<file path="src/rtl/ccv_pkg.sv">
package ccv_pkg;

   typedef enum logic [2:0] {
      MODE_BIN2GRAY = 3'b000,
      MODE_BCD2DEC  = 3'b001,
      MODE_BIN2HEX  = 3'b010,
      MODE_BIN2BCD  = 3'b011,
      MODE_GRAY2BIN = 3'b100,
      MODE_BCD2BIN  = 3'b101,
      MODE_NEGATE   = 3'b110,
      MODE_RAWCHAR  = 3'b111
   } ccv_mode_e;

   // segment order g..a, lit = 1
   function automatic logic [6:0] seg_pattern(input logic [3:0] v);
      case (v)
         4'h0: seg_pattern = 7'h3F;
         4'h1: seg_pattern = 7'h06;
         4'h2: seg_pattern = 7'h5B;
         4'h3: seg_pattern = 7'h4F;
         4'h4: seg_pattern = 7'h66;
         4'h5: seg_pattern = 7'h6D;
         4'h6: seg_pattern = 7'h7D;
         4'h7: seg_pattern = 7'h07;
         4'h8: seg_pattern = 7'h7F;
         4'h9: seg_pattern = 7'h6F;
         4'hA: seg_pattern = 7'h77;
         4'hB: seg_pattern = 7'h7C;
         4'hC: seg_pattern = 7'h39;
         4'hD: seg_pattern = 7'h5E;
         4'hE: seg_pattern = 7'h79;
         default: seg_pattern = 7'h71;
      endcase
   endfunction

endpackage

</file>
<file path="src/rtl/ccv_nib_decode.sv">
module ccv_nib_decode #(
   parameter int NIB_W = 4,
   localparam int LINES = 2 ** NIB_W
) (
   input  logic [NIB_W-1:0] nib,
   output logic [LINES-1:0] hot
);
   generate
      if (NIB_W < 1 || NIB_W > 4) begin : g_bad_width
         $error("ccv_nib_decode: NIB_W must be 1..4");
      end
      for (genvar i = 0; i < LINES; i++) begin : g_line
         assign hot[i] = (nib == NIB_W'(i));
      end
   endgenerate
endmodule

</file>
<file path="src/rtl/ccv_seg_encode.sv">
module ccv_seg_encode
   import ccv_pkg::*;
#(
   parameter int NIB_W = 4,
   parameter int SEG_W = 7,
   localparam int LINES = 2 ** NIB_W
) (
   input  logic [LINES-1:0] hot,
   output logic [SEG_W-1:0] seg
);
   logic [SEG_W-1:0] term [LINES];

   generate
      if (NIB_W != 4 || SEG_W != 7) begin : g_bad_shape
         $error("ccv_seg_encode: only a 16-line, 7-segment matrix is defined");
      end
      for (genvar d = 0; d < LINES; d++) begin : g_row
         assign term[d] = hot[d] ? SEG_W'(seg_pattern(4'(d))) : '0;
      end
   endgenerate

   always_comb begin
      seg = '0;
      for (int d = 0; d < LINES; d++) seg = seg | term[d];
   end
endmodule

</file>
<file path="src/rtl/ccv_conv_core.sv">
module ccv_conv_core
   import ccv_pkg::*;
#(
   parameter int DATA_W = 8,
   localparam int NIB_W = DATA_W / 2,
   localparam int BCD_LIMIT = 100,
   localparam int DIGIT_MAX = 9
) (
   input  ccv_mode_e         mode,
   input  logic [DATA_W-1:0] din,
   output logic [DATA_W-1:0] res,
   output logic              char_mode,
   output logic              raw_mode,
   output logic              range_err,
   output logic              bcd_err
);
   generate
      if (DATA_W != 8) begin : g_bad_width
         $error("ccv_conv_core: conversions are defined for an 8-bit word");
      end
   endgenerate

   logic [NIB_W-1:0]  hi_nib, lo_nib;
   logic              bcd_ok, in_range;
   logic [DATA_W-1:0] gray2bin, bcd_value, bin_bcd;

   assign hi_nib   = din[DATA_W-1:NIB_W];
   assign lo_nib   = din[NIB_W-1:0];
   assign bcd_ok   = (hi_nib <= NIB_W'(DIGIT_MAX)) && (lo_nib <= NIB_W'(DIGIT_MAX));
   assign in_range = din < DATA_W'(BCD_LIMIT);

   always_comb begin
      gray2bin[DATA_W-1] = din[DATA_W-1];
      for (int i = DATA_W - 2; i >= 0; i--) gray2bin[i] = gray2bin[i+1] ^ din[i];
   end

   assign bcd_value = DATA_W'(hi_nib) * DATA_W'(10) + DATA_W'(lo_nib);
   assign bin_bcd   = {NIB_W'(din / DATA_W'(10)), NIB_W'(din % DATA_W'(10))};

   always_comb begin
      res       = '0;
      range_err = 1'b0;
      bcd_err   = 1'b0;
      char_mode = 1'b0;
      raw_mode  = 1'b0;
      unique case (mode)
         MODE_BIN2GRAY: res = din ^ (din >> 1);
         MODE_BCD2DEC: begin
            char_mode = 1'b1;
            bcd_err   = !bcd_ok;
            res       = bcd_ok ? DATA_W'(lo_nib) : '0;
         end
         MODE_BIN2HEX: begin
            char_mode = 1'b1;
            res       = DATA_W'(lo_nib);
         end
         MODE_BIN2BCD: begin
            range_err = !in_range;
            res       = in_range ? bin_bcd : '1;
         end
         MODE_GRAY2BIN: res = gray2bin;
         MODE_BCD2BIN: begin
            bcd_err = !bcd_ok;
            res     = bcd_ok ? bcd_value : '0;
         end
         MODE_NEGATE: res = ~din + DATA_W'(1);
         MODE_RAWCHAR: begin
            raw_mode = 1'b1;
            res      = din;
         end
         default: res = '0;
      endcase
   end
endmodule

</file>
<file path="src/rtl/ccv_code_converter.sv">
module ccv_code_converter
   import ccv_pkg::*;
#(
   parameter int DATA_W = 8,
   parameter int SEL_W  = 3,
   parameter int SEG_W  = 7,
   localparam int NIB_W = DATA_W / 2,
   localparam int LINES = 2 ** NIB_W
) (
   input  logic              clk,
   input  logic              rst_n,
   input  logic              en,
   input  logic [SEL_W-1:0]  sel,
   input  logic [DATA_W-1:0] din,
   output logic [DATA_W-1:0] dout,
   output logic [SEG_W:0]    seg_lo,
   output logic [SEG_W-1:0]  seg_hi,
   output logic              range_err,
   output logic              bcd_err
);
   generate
      if (SEL_W != 3) begin : g_bad_sel
         $error("ccv_code_converter: SEL_W must be 3");
      end
      if (SEG_W + 1 != DATA_W) begin : g_bad_seg
         $error("ccv_code_converter: raw character byte must fill segments plus point");
      end
   endgenerate

   logic [DATA_W-1:0] res;
   logic              char_mode, raw_mode, rng_d, bcd_d;
   logic [LINES-1:0]  lo_hot, hi_hot;
   logic [SEG_W-1:0]  lo_seg, hi_seg;
   logic [SEG_W:0]    seg_lo_d;
   logic [SEG_W-1:0]  seg_hi_d;

   ccv_conv_core #(.DATA_W(DATA_W)) u_core (
      .mode(ccv_mode_e'(sel)), .din(din), .res(res), .char_mode(char_mode),
      .raw_mode(raw_mode), .range_err(rng_d), .bcd_err(bcd_d)
   );

   ccv_nib_decode #(.NIB_W(NIB_W)) u_lo_dec (.nib(res[NIB_W-1:0]), .hot(lo_hot));
   ccv_nib_decode #(.NIB_W(NIB_W)) u_hi_dec (.nib(din[DATA_W-1:NIB_W]), .hot(hi_hot));

   ccv_seg_encode #(.NIB_W(NIB_W), .SEG_W(SEG_W)) u_lo_enc (.hot(lo_hot), .seg(lo_seg));
   ccv_seg_encode #(.NIB_W(NIB_W), .SEG_W(SEG_W)) u_hi_enc (.hot(hi_hot), .seg(hi_seg));

   always_comb begin
      seg_lo_d = '0;
      seg_hi_d = '0;
      if (raw_mode) begin
         seg_lo_d = din;
      end else if (char_mode && !bcd_d) begin
         seg_lo_d = {1'b0, lo_seg};
         seg_hi_d = hi_seg;
      end
   end

   always_ff @(posedge clk or negedge rst_n) begin
      if (!rst_n) begin
         dout      <= '0;
         seg_lo    <= '0;
         seg_hi    <= '0;
         range_err <= 1'b0;
         bcd_err   <= 1'b0;
      end else if (en) begin
         dout      <= res;
         seg_lo    <= seg_lo_d;
         seg_hi    <= seg_hi_d;
         range_err <= rng_d;
         bcd_err   <= bcd_d;
      end
   end

   AST_HOLD_NO_EN: assert property (@(posedge clk) disable iff (!rst_n)
      !en |=> ($stable(dout) && $stable(seg_lo) && $stable(seg_hi)
               && $stable(range_err) && $stable(bcd_err)));
   AST_HIGH_DIGIT_ONEHOT: assert property (@(posedge clk) disable iff (!rst_n)
      $countones(hi_hot) == 1);
   AST_RANGE_FILL: assert property (@(posedge clk) disable iff (!rst_n)
      range_err |-> (dout == '1 && !bcd_err));
   AST_BCD_BLANK: assert property (@(posedge clk) disable iff (!rst_n)
      bcd_err |-> (dout == '0 && seg_lo == '0 && seg_hi == '0));
   AST_NONCHAR_DARK: assert property (@(posedge clk) disable iff (!rst_n)
      (en && (sel == MODE_BIN2GRAY || sel == MODE_BIN2BCD || sel == MODE_GRAY2BIN
              || sel == MODE_BCD2BIN || sel == MODE_NEGATE))
      |=> (seg_lo == '0 && seg_hi == '0));
   AST_RANGE_MODE_ONLY: assert property (@(posedge clk) disable iff (!rst_n)
      (en && sel != MODE_BIN2BCD) |=> !range_err);
endmodule

</file>
<file path="config.mk">
export PLATFORM = sky130hd
export DESIGN_NAME = ccv_code_converter
export DESIGN_NICKNAME = d
export VERILOG_FILES = /design/src/rtl/ccv_pkg.sv /design/src/rtl/ccv_nib_decode.sv /design/src/rtl/ccv_seg_encode.sv /design/src/rtl/ccv_conv_core.sv /design/src/rtl/ccv_code_converter.sv
export SDC_FILE = /design/constraint.sdc
export NUM_CORES = 1
export LEC_CHECK = 0
export BUFFER_PORTS_ARGS = -buffer_cell sky130_fd_sc_hd__buf_4
export CORE_ASPECT_RATIO = 0.9
export CORE_UTILIZATION = 28
export DETAILED_ROUTE_END_ITERATION = 7
export HOLD_SLACK_MARGIN = 0.05
export PLACE_DENSITY = 0.4
export SLEW_MARGIN = 20
export SYNTH_ARGS = -nofsm -noshare
export SYNTH_HDL_FRONTEND = slang
export SYNTH_SLANG_ARGS = --single-unit
</file>
<file path="constraint.sdc">
create_clock -name clk -period 2.2 [get_ports clk]
set_input_delay 0.11 -clock clk [delete_from_list [all_inputs] [get_ports clk]]
set_output_delay 0.11 -clock clk [all_outputs]
set_load 0.02 [all_outputs]
</file>
==> results.md <==
- Pwr/cell area: 463 nW/um2
- Core ar.: 13,400 um2
- Area leader, netlist: dfrtp_1
- EDFF count, synth: 0
- Cells after Synth: 534
- Synth area leaders: dfrtp_1, ha_1, o21ai_0
- DP Wirelength: 11,800 um
- CTS Buffer Depth: 2
- Worst slew margin: 0.160
- Ports: 39
- Vias in the first global route: 4,554
- Setup TNS: -24.25 ns
- Average size of a mapped cell: 7.24 um2
- Cell variety after synth: 79
- Post-synthesis adder-cell area fraction: 0.107
- Clock Tree Root: clkbuf_16
- Die footprint: 14,300 um2
- Detailed Routing Iterations Pass 1: 4
- Fin crit share: 2.02
- DR iter-0 viols: 377
- Largest net degree at the start of global routing: 28
- Nets: 779
- CTS tree: yes
- Layout Cells excl Fill: 901
- Die Span X: 126 um
- Most frequent CP cell: buf_6
- Mux share of post-synthesis cell area: 0.0165
- Failing checks: setup timing
- CP max stage cell: or4_4
- GRT met1 Usage: 0.310
- # placed instances: 860
- Post-synth top area share: 0.162
- Mapped Area: 3870 um2
- Worst Slack Setup Final: -2.25 ns
- Overall via count from detail_route: 4,899
- Met3 Use GR: 0.0253
- Max-slew violations: 0
- Site row count: 40
- CP max stage delay: 0.40 ns
- CP Launch Type: input port
- Met2 Usage GRT: 0.361
- WP data arrival: 4.61 ns
- Most common cell in the netlist: nor2_1
- Peak VDD IR: 0.318 mV
- #FFs+latches synth: 25
- Clk slew on worst S/H paths: 0.06 ns
- Crit path max-delay family: compound AO/OA/AOI/OAI gates
- Sinks on Clock Net: 25
- Final setup viols: 14
- Routed WL: 16,200 um
- Starting density of the core: 0.288
- Simple-Gate Fraction of Synth Area: 0.228
- FILL cells: 1,313
- Layout Area Growth over Synthesis: 71.8%
- Top cells by count, synth: nor2_1, o21ai_0, nand2_1
- Crit path cell chain: buf_8 -> clkinvlp_4 -> ha_4 -> nor2b_4 -> a221oi_4 -> buf_6 -> xnor2_4 -> nand2_2 -> o311a_1 -> and3_4 -> or4_4 -> a311o_1 -> buf_6 -> and4b_1 -> o221a_4 -> and2_4 -> a211oi_4 -> inv_2 -> o211a_1 -> o31ai_2
- Via density: 5.44
- Largest family of logic cells by synthesized area: compound AO/OA/AOI/OAI gates
- Max Fclk: 225 MHz
- Synth Area in XOR/XNOR: 0.0521
- Post-route ant nets: 0
- Pleak: 2.85 nW
- Hold Crit Class: input port to register
- Die height: 114 um
- Critical path endpoint category: register
- Post-layout util: 0.496
- GR peak layer: met2
- DRC viols: 0
- Clk_lat worst skew: 0.26 ns
- Total Routing Usage GR: 0.216
- First-pass GRT wire length: 24,600 um
- Crit path max fanout: 7
- Fin Clk Skew: 0 ns
- Min Tclk post-route: 4.45 ns
- Slew @ Worst Pin: 1.24 ns
- Unrepaired setup endpoints after global routing: yes
- Share of layout cells above drive strength 1: 0.467
- WL/cell: 18.0 um
- Worst path required time: 2.37 ns
- Syn_nets: 579
- Crit path kind: input port to register
- Endpoints failing hold: 0
- H-tree depth: 1
- Initial antenna violation count: 0
- Remaining Overflow, GRT: 0
- Most used DFF post-synth: dfrtp_1
- Sequential element share of the synthesized area: 0.162
- Antenna Cells: 0
- Synth Area in Compound Gates: 0.362
- Status: finished, violations left
- Num CTS Buffers: 3
- Port bufs: 38
- Max-cap violations: 0
- Async set-or-reset flop fraction in the synthesized netlist: 1.00
- YS warnings: 0
- GP Congestion: 0.843
- WP buf/inv: 5
==> cell families after synthesis <==
family | after synthesis
and+or+nand+nor | 180
AOI/OAI and AO/OA | 201
buffers and inverters | 67
muxes | 6
DFF | 25
adders and majority gates | 32
xor gates and xnor gates | 23
==> through the flow <==
step	worst slack (ns)	total power, mW	instance area, um2	hold WS, ns
3_5_place_dp	-2.48	2.27	5640	0.0387
4_1_cts	-2.12	2.85	6150	0.196
2_1_floorplan	-2.16	1.56	4190	-0.186
6_report	-2.25	3.08	6650	0.204
3_3_place_gp	-2.44	2.27	5640	0.0365
5_1_grt	-2.48	3.27	6650	0.223
==> sequential cells by signal, summed over array words and instances, names as in the netlist <==
| register | count |
|---|---|
| range_err | 1 |
| seg_hi | 7 |
| seg_lo | 8 |
| dout | 8 |
| bcd_err | 1 |
==> timing repair <==
item / CTS / global route
endpoints found under the setup margin: 16 / 22
endpoints found under the hold margin: 25 / 0
hold buffers: 1 / 0
pin swaps: 31 / 33
resized for setup: 53 / 71
setup buffers: 19 / 19
cloned: 0 / 1
==> power breakdown <==
group | leakage (nW) | switching (mW) | internal [mW]
logic | 2.49 | 1.09 | 1.04
registers | 0.323 | 0.0284 | 0.512
clock network | 0.0409 | 0.168 | 0.245
total | 2.85 | 1.28 | 1.80
==> worst paths after layout <==
kind / startpoint / to / slack, ns / depth (start not counted)
setup / recovery: din[1] / seg_lo[5] / -2.25 / 20
hold / removal: en / dout[0] / 0.20 / 2
setup reg to reg: seg_lo[0] / seg_lo[0] / 1.05 / 6
hold reg to reg: dout[7] / dout[7] / 0.51 / 2
max in group asynchronous: rst_n / seg_lo[4] / 1.64 / 2
min in group asynchronous: rst_n / seg_hi[4] / 0.29 / 2
==> final cells by class <==
type                    count  area, um2  share of cell area
clock inverters             1       5.00            0.000753
repair buffers            232       1920               0.289
well taps                 168        210              0.0316
clock buffers               3       75.1              0.0113
multi-input cells         443       3670               0.553
flip-flops and latches     25        626              0.0941
inverters                  29        136              0.0205
==> worst reg2reg max path: stages (launching register included) <==
cell and delay, ns:
dfrtp_1 0.37, inv_1 0.04, o21ai_0 0.34, nor2_1 0.09
nand2_1 0.09, o32ai_2 0.06, nor2_1 0.09
==> metal layers <==
layer	part of all wire	vias up	routed length (um)
li1	-	2396	-
met1	0.48	2359	7770
met2	0.47	134	7610
met3	0.043	10	700
met4	0.0057	0	92
met5	0	-	0
==> placed cells by master, fill, tap and decap left out, types with 14 or more instances in the layout <==
master	instances
a21oi_1	28
o21ai_0	35
buf_6	20
buf_4	201
ha_1	16
nor2_1	48
nand2_1	40
o211ai_1	14
inv_1	22
dfrtp_1	25
Power figures use the tool's default switching activity.
